==> src/rtl/itmr_pkg.sv <==
package itmr_pkg;

    localparam int DFLT_DATA_W = 16;
    localparam int DFLT_ADDR_W = 3;

    typedef enum logic [2:0] {
        OFS_STATUS = 3'd0,
        OFS_CTRL   = 3'd1,
        OFS_RLD_LO = 3'd2,
        OFS_RLD_HI = 3'd3,
        OFS_SNP_LO = 3'd4,
        OFS_SNP_HI = 3'd5
    } reg_ofs_e;

    localparam int CTL_IRQ_EN = 0;
    localparam int CTL_AUTO   = 1;
    localparam int CTL_GO     = 2;
    localparam int CTL_HALT   = 3;

    localparam int ST_EXPIRED = 0;
    localparam int ST_ACTIVE  = 1;

    typedef struct packed {
        logic ack_expiry;
        logic ctl_wr;
        logic go;
        logic halt;
        logic rld_lo_wr;
        logic rld_hi_wr;
        logic snap_wr;
    } wr_cmd_t;

    function automatic logic ofs_hit(input logic [2:0] a, input reg_ofs_e o);
        return a == o;
    endfunction

endpackage

==> src/rtl/itmr_decode.sv <==
module itmr_decode
    import itmr_pkg::*;
#(
    parameter int ADDR_W = DFLT_ADDR_W
) (
    input  logic              wr_en,
    input  logic [ADDR_W-1:0] addr,
    input  logic              go_bit,
    input  logic              halt_bit,
    output wr_cmd_t           cmd
);
    localparam int HI_W = ADDR_W - 3;

    logic in_map;
    logic [2:0] low_addr;

    generate
        if (HI_W > 0) begin : g_wide
            assign in_map = (addr[ADDR_W-1:3] == '0);
        end else begin : g_narrow
            assign in_map = 1'b1;
        end
    endgenerate

    assign low_addr = addr[2:0];

    always_comb begin
        cmd            = '0;
        if (wr_en && in_map) begin
            cmd.ack_expiry = ofs_hit(low_addr, OFS_STATUS);
            cmd.ctl_wr     = ofs_hit(low_addr, OFS_CTRL);
            cmd.go         = ofs_hit(low_addr, OFS_CTRL) && go_bit;
            cmd.halt       = ofs_hit(low_addr, OFS_CTRL) && halt_bit;
            cmd.rld_lo_wr  = ofs_hit(low_addr, OFS_RLD_LO);
            cmd.rld_hi_wr  = ofs_hit(low_addr, OFS_RLD_HI);
            cmd.snap_wr    = ofs_hit(low_addr, OFS_SNP_LO) || ofs_hit(low_addr, OFS_SNP_HI);
        end
    end

endmodule

==> src/rtl/itmr_core.sv <==
module itmr_core
    import itmr_pkg::*;
#(
    parameter int DATA_W = DFLT_DATA_W,
    localparam int CNT_W = 2 * DATA_W
) (
    input  logic              clk,
    input  logic              rst,
    input  wr_cmd_t           cmd,
    input  logic [DATA_W-1:0] wdata,
    output logic              expired,
    output logic              active,
    output logic              irq_en,
    output logic              auto_mode,
    output logic [CNT_W-1:0]  reload,
    output logic [CNT_W-1:0]  snap
);
    logic [CNT_W-1:0] count;
    logic             at_zero;
    logic             expire_evt;
    logic             rld_wr;

    assign at_zero    = (count == '0);
    assign expire_evt = active && at_zero;
    assign rld_wr     = cmd.rld_lo_wr || cmd.rld_hi_wr;

    always_ff @(posedge clk) begin
        if (rst) begin
            count     <= '0;
            reload    <= '0;
            snap      <= '0;
            active    <= 1'b0;
            expired   <= 1'b0;
            irq_en    <= 1'b0;
            auto_mode <= 1'b0;
        end else begin
            if (cmd.ctl_wr) begin
                irq_en    <= wdata[CTL_IRQ_EN];
                auto_mode <= wdata[CTL_AUTO];
            end

            if (expire_evt) begin
                count <= reload;
            end else if (active) begin
                count <= count - 1'b1;
            end

            if (cmd.rld_lo_wr) begin
                reload[DATA_W-1:0] <= wdata;
                count              <= {reload[CNT_W-1:DATA_W], wdata};
            end else if (cmd.rld_hi_wr) begin
                reload[CNT_W-1:DATA_W] <= wdata;
                count                  <= {wdata, reload[DATA_W-1:0]};
            end

            if (rld_wr || cmd.halt) begin
                active <= 1'b0;
            end else if (cmd.go) begin
                active <= 1'b1;
            end else if (expire_evt && !auto_mode) begin
                active <= 1'b0;
            end

            if (expire_evt) begin
                expired <= 1'b1;
            end else if (cmd.ack_expiry) begin
                expired <= 1'b0;
            end

            if (cmd.snap_wr) begin
                snap <= count;
            end
        end
    end

    p_expiry_flag_r3: assert property (@(posedge clk) disable iff (rst)
        active && count == '0 |=> expired);

    p_decrement_r3: assert property (@(posedge clk) disable iff (rst)
        active && count != '0 && !rld_wr |=> count == CNT_W'($past(count) - 1'b1));

    p_oneshot_stop_r4: assert property (@(posedge clk) disable iff (rst)
        active && count == '0 && !auto_mode && !cmd.go |=> !active);

    p_reload_r5: assert property (@(posedge clk) disable iff (rst)
        active && count == '0 && !rld_wr |=> count == $past(reload));

    p_ack_clears_r7: assert property (@(posedge clk) disable iff (rst)
        cmd.ack_expiry && !(active && count == '0) |=> !expired);

    p_snap_capture_r8: assert property (@(posedge clk) disable iff (rst)
        cmd.snap_wr |=> snap == $past(count));

    p_snap_hold_r8: assert property (@(posedge clk) disable iff (rst)
        !cmd.snap_wr |=> $stable(snap));

    p_halt_wins_r9: assert property (@(posedge clk) disable iff (rst)
        cmd.halt |=> !active);

    p_reload_load_r10: assert property (@(posedge clk) disable iff (rst)
        rld_wr |=> !active && count == reload);

endmodule

==> src/rtl/itmr_readback.sv <==
module itmr_readback
    import itmr_pkg::*;
#(
    parameter int DATA_W = DFLT_DATA_W,
    parameter int ADDR_W = DFLT_ADDR_W,
    localparam int CNT_W = 2 * DATA_W
) (
    input  logic              clk,
    input  logic              rst,
    input  logic              rd_en,
    input  logic [ADDR_W-1:0] addr,
    input  logic              expired,
    input  logic              active,
    input  logic              irq_en,
    input  logic              auto_mode,
    input  logic [CNT_W-1:0]  reload,
    input  logic [CNT_W-1:0]  snap,
    output logic [DATA_W-1:0] rdata,
    output logic              rvalid
);
    logic [DATA_W-1:0] mux_q;

    always_comb begin
        mux_q = '0;
        case (addr)
            ADDR_W'(OFS_STATUS): begin
                mux_q[ST_EXPIRED] = expired;
                mux_q[ST_ACTIVE]  = active;
            end
            ADDR_W'(OFS_CTRL): begin
                mux_q[CTL_IRQ_EN] = irq_en;
                mux_q[CTL_AUTO]   = auto_mode;
            end
            ADDR_W'(OFS_RLD_LO): mux_q = reload[DATA_W-1:0];
            ADDR_W'(OFS_RLD_HI): mux_q = reload[CNT_W-1:DATA_W];
            ADDR_W'(OFS_SNP_LO): mux_q = snap[DATA_W-1:0];
            ADDR_W'(OFS_SNP_HI): mux_q = snap[CNT_W-1:DATA_W];
            default:             mux_q = '0;
        endcase
    end

    always_ff @(posedge clk) begin
        if (rst) begin
            rdata  <= '0;
            rvalid <= 1'b0;
        end else begin
            rvalid <= rd_en;
            if (rd_en) begin
                rdata <= mux_q;
            end
        end
    end

    p_unmapped_zero_r2: assert property (@(posedge clk) disable iff (rst)
        rd_en && addr > ADDR_W'(OFS_SNP_HI) |=> rvalid && rdata == '0);

    p_status_upper_zero_r2: assert property (@(posedge clk) disable iff (rst)
        rd_en && addr == ADDR_W'(OFS_STATUS) |=> rdata[DATA_W-1:2] == '0);

endmodule

==> src/rtl/interval_timer.sv <==
module interval_timer
    import itmr_pkg::*;
#(
    parameter int DATA_W = DFLT_DATA_W,
    parameter int ADDR_W = DFLT_ADDR_W
) (
    input  logic              clk,
    input  logic              rst,
    input  logic [ADDR_W-1:0] bus_addr,
    input  logic              bus_wr,
    input  logic              bus_rd,
    input  logic [DATA_W-1:0] bus_wdata,
    output logic [DATA_W-1:0] bus_rdata,
    output logic              bus_rvalid,
    output logic              irq
);
    localparam int CNT_W = 2 * DATA_W;

    wr_cmd_t          cmd;
    logic             expired;
    logic             active;
    logic             irq_en;
    logic             auto_mode;
    logic [CNT_W-1:0] reload;
    logic [CNT_W-1:0] snap;

    itmr_decode #(.ADDR_W(ADDR_W)) u_decode (
        .wr_en    (bus_wr),
        .addr     (bus_addr),
        .go_bit   (bus_wdata[CTL_GO]),
        .halt_bit (bus_wdata[CTL_HALT]),
        .cmd      (cmd)
    );

    itmr_core #(.DATA_W(DATA_W)) u_core (
        .clk       (clk),
        .rst       (rst),
        .cmd       (cmd),
        .wdata     (bus_wdata),
        .expired   (expired),
        .active    (active),
        .irq_en    (irq_en),
        .auto_mode (auto_mode),
        .reload    (reload),
        .snap      (snap)
    );

    itmr_readback #(.DATA_W(DATA_W), .ADDR_W(ADDR_W)) u_readback (
        .clk       (clk),
        .rst       (rst),
        .rd_en     (bus_rd),
        .addr      (bus_addr),
        .expired   (expired),
        .active    (active),
        .irq_en    (irq_en),
        .auto_mode (auto_mode),
        .reload    (reload),
        .snap      (snap),
        .rdata     (bus_rdata),
        .rvalid    (bus_rvalid)
    );

    assign irq = expired && irq_en;

    p_irq_masked_r6: assert property (@(posedge clk) disable iff (rst)
        cmd.ctl_wr && !bus_wdata[CTL_IRQ_EN] |=> !irq);

endmodule

==> config.mk <==
export PLATFORM = sky130hd
export DESIGN_NAME = interval_timer
export DESIGN_NICKNAME = d
export VERILOG_FILES = /design/src/rtl/itmr_pkg.sv /design/src/rtl/itmr_decode.sv /design/src/rtl/itmr_core.sv /design/src/rtl/itmr_readback.sv /design/src/rtl/interval_timer.sv
export SDC_FILE = /design/constraint.sdc
export NUM_CORES = 1
export LEC_CHECK = 0
export BUFFER_PORTS_ARGS = -buffer_cell sky130_fd_sc_hd__buf_2
export CORE_MARGIN = 10
export CORE_UTILIZATION = 65
export DETAILED_ROUTE_END_ITERATION = 10
export PLACE_DENSITY = 0.83
export SLEW_MARGIN = 20
export SYNTH_ARGS = -nofsm -noshare
export SYNTH_HDL_FRONTEND = slang
export SYNTH_SLANG_ARGS = --single-unit
==> constraint.sdc <==
create_clock -name clk -period 4.7 [get_ports clk]
set_input_delay 0.47 -clock clk [delete_from_list [all_inputs] [get_ports clk]]
set_output_delay 0.47 -clock clk [all_outputs]
set_load 0.005 [all_outputs]
==> impl_results.md <==
* Reg-to-reg startpoint: u_core.count[0]$_SDFFE_PP0P_
* Largest family of logic cells by synthesized area: simple AND/OR/NAND/NOR gates
* Post-synthesis simple-gate area fraction at 23.2%
* Post-synthesis instance area at 5800 µm²
* First-pass GRT wire length at 29.7 mm
* Highest Clock Rate at 0.293 GHz
* CTS hold repair buffers at 0
* Total clock sinks at 117
* Worst skew pair latency at 0.52 ns
* FF+latch area at 2340 µm²
* Worst Setup Slack post-DPL at 1.43 ns
* Max rail drop VDD at 0.000331 V
* Antenna diode count at 0
* Final net count at 765
* Overall die height at 114 µm
* Number of library cell types mapped by synthesis at 59
* Number of cells traversed by the worst register-to-register path at 9
* PD cells at 419 nW/µm²
* Setup clock skew after layout at 0.00724 ns
* Top Family by Delay on Critical Path: compound AO/OA/AOI/OAI gates
* Number of enable flip-flop cells after synthesis at 0
* Std-Cell Rows at 34
* Area after detailed placement at 5980 µm²
* Synth area leaders: dfxtp_1 (40%), nand2_1 (11%), a21oi_1 (7.3%)
* Multi-input combinational cell area at 3190 µm²
* Register area share after synthesis at 40.4%
* Vias in the first global route at 5420
* Sum of negative setup slack at 0 ns
* Run status: complete, no violations
* Tightest slew margin relative to the limit at 31.5%
* Post-synthesis async set-or-reset flop share at 0%
* TritonCTS clock tree: yes
* Layout cells sized above 1 at 13.8%
* Number of synthesized register bits at 117
* Count of nets left with antenna violations after detail routing at 0
* Gate count after technology mapping at 732
* Category of the most critical setup path: reg -> reg
* Count of final hold-check violations at 0
* Post-synth top flop: dfxtp_1
* Inserted Clock Buffers at 17
* Critical hold path startpoint: bus_wdata[15]
* Largest net degree at the start of global routing at 61
* Number of antenna violations at the first check in global routing at 0
* Complex-gate fraction of the synthesized area at 22.9%
* Maximum count of clock buffers along a single path at 2
* Postcts setup bufs at 0
* Wire length per cell at 22.0 µm
* Minimum clock period after layout at 3.41 ns
* Final RePlAce weighted congestion at 0.966
* Avg Inst Size Synth at 7.92 µm²
* Setup repair after global routing missed its margin: no
* Clock transition at the registers of the reported paths at 0.06 ns
* GR met2 Demand/Resource at 45.5%
* Slew @ Worst Pin at 1.03 ns
* Highest fanout seen on the critical path at 16
* Number of warnings issued by yosys at 0
* Post-detailed-route via-to-cell ratio at 6.71
* Area growth from synthesis to final layout at 13.8%
* Die footprint at 13100 µm²
* Most common cell after layout, fill and taps aside: nand2_1
* Iteration-0 DRC Markers at 818
* Post-synthesis mux area share at 6.46%
* Most frequent cells in the layout: nand2_1 (166), dfxtp_1 (117), a21oi_1 (85)
* Final HPWL DP at 13.1 mm
* Sequence of cells on the critical path: inv_1, ha_1, or4b_2, nor3_2, buf_4, nand4_2, o21ai_2, a2bb2oi_1, a311oi_1
* Final cell utilization of the core at 75.6%
* Least setup slack across all paths after layout at 1.29 ns
* XOR/XNOR Fraction of Synth Area at 2.12%
* Worst hold slack at 0.211 ns
* CTS Root Buffer Type: clkbuf_8
* Final standard cell area without fillers at 6590 µm²
* Crit path launch type: flip-flop
* Data arrival time of the critical path at 3.83 ns
* Top-area cell type share of the netlist area at 40.4%
* Count of final setup violators at 0
* Post-CTS resize count at 0
* Number of top-level design ports at 41
* DRC violation count after routing at 0
* Post-synth top area cell: dfxtp_1
* Leak pwr at 2.45 nW
* Buffers added on ports at 40
* Max-cap violation count at 0
* Met1 usage at 35.5%
* Total detailed-routing wirelength at 18.9 mm
* Type of the worst min-delay path: in -> reg
* Crit. path cell count at 9
* Via count at 5782
* Core Region at 8720 µm²
* Adder and majority cell fraction of the synthesized area at 0.216%
* Worst R2R Setup Slack at 1.29 ns
* CP Data Required Time at 5.12 ns
* Fraction of the cycle the final worst path needs at 72.5%
* FF-to-FF End: u_core.count[1]$_SDFFE_PP0P_
* Met3 capacity usage during global routing at 6.45%
* Gr usage total at 28.7%
* Cell with the biggest individual delay on the critical path: o21ai_2
* Worst path buffer plus inverter count at 2
* First-pass iteration count of the detailed router at 6
* Number of inserted filler cells in the final layout at 651
* Overall die width at 114 µm
* Worst hold stages at 3
* Final max-slew violation count at 0
* Mapped Nets at 756
* Largest stage delay, worst path at 0.78 ns
* Routing layer with the top usage in global route: met2
* Endpoint with the worst hold slack: u_core.reload[31]$_SDFFE_PP0P_
* Starting density of the core at 66.5%
* H-tree depth at 4
* CP endpoint kind: flip-flop
* Remaining global-route overflow at 0
==> Yosys cell counts (3+ instances only) <==
cell,n
nand2_1,167
dfxtp_1,117
a21oi_1,85
nor2_1,58
clkbuf_1,49
mux2i_1,34
o21ai_0,23
nor3_1,15
o221ai_1,15
a221oi_1,10
a22oi_1,8
nand2b_1,7
o31ai_1,7
xnor2_1,7
xor2_1,7
a211oi_1,6
a221oi_2,6
inv_1,6
nand3_1,6
nand4_1,6
o21bai_1,6
a31oi_1,5
nor2b_1,5
nor4_1,5
a311oi_1,4
and2_1,4
buf_1,4
nor4b_1,4
or4_1,4
buf_2,3
buf_6,3
mux2_2,3
nand3b_1,3
or3_1,3
==> layer usage <==
metal	wire length [µm]	up-vias	share of wire (%)
met2	8860	339	47
met1	7470	2744	39
met4	1000	0	5.3
met3	1590	64	8.4
met5	0	-	0
li1	-	2635	-
==> flip-flops by register name (all words and copies together) (netlist names) <==
| signal | count |
|---|---|
| u_core.snap | 32 |
| u_readback.rdata | 16 |
| u_core.active | 1 |
| u_readback.rvalid | 1 |
| u_core.irq_en | 1 |
| u_core.auto_mode | 1 |
| u_core.count | 32 |
| u_core.expired | 1 |
| u_core.reload | 32 |
==> power by group <==
part / total, mW / leakage [nW] / internal [mW] / switching, mW
Clock: 1.34 / 0.297 / 0.823 / 0.520
Sequential: 1.07 / 0.950 / 1.03 / 0.0439
Combinational: 0.352 / 1.21 / 0.129 / 0.223
Total: 2.76 / 2.45 / 1.98 / 0.787
==> through the flow <==
| step | instances | power (mW) |
|---|---|---|
| CTS | 862 | 2.75 |
| detailed placement | 830 | 1.43 |
| global route | 862 | 2.85 |
| finish | 862 | 2.76 |
| global placement | 829 | 1.42 |
| floorplan | 732 | 1.33 |
==> final cells by class <==
cell class	count	share of cell area, %
multi-input combinational	550	48.4
clock inverter	15	2.96
sequential	117	35.5
clock buffer	17	6.28
tap	108	2.05
inverter	6	0.342
timing repair buffer	49	4.40
==> worst min-delay path: stages <==
cell,delay [ns]
buf_2,0.11
nand2_1,0.05
a21oi_1,0.05
==> how the worst max path moves through the flow <==
stage	start	to	slack, ns
3_5_place_dp	u_core.count[0]$_SDFFE_PP0P_	u_core.count[1]$_SDFFE_PP0P_	1.43
5_1_grt	u_core.count[0]$_SDFFE_PP0P_	u_core.count[0]$_SDFFE_PP0P_	1.12
3_3_place_gp	u_core.count[0]$_SDFFE_PP0P_	u_core.count[0]$_SDFFE_PP0P_	1.48
6_report	u_core.count[0]$_SDFFE_PP0P_	u_core.count[1]$_SDFFE_PP0P_	1.29
4_1_cts	u_core.count[0]$_SDFFE_PP0P_	u_core.count[1]$_SDFFE_PP0P_	1.37
2_1_floorplan	u_core.count[0]$_SDFFE_PP0P_	u_core.active$_SDFFE_PP0P_	2.23
==> cell families after synthesis <==
group,Yosys count
and+or+nand+nor,298
AOI/OAI and AO/OA,200
DFF,117
buffers and inverters,65
muxes,37
xor gates and xnor gates,14
adders and majority gates,1
No activity file was read; power rests on OpenSTA's default activity.
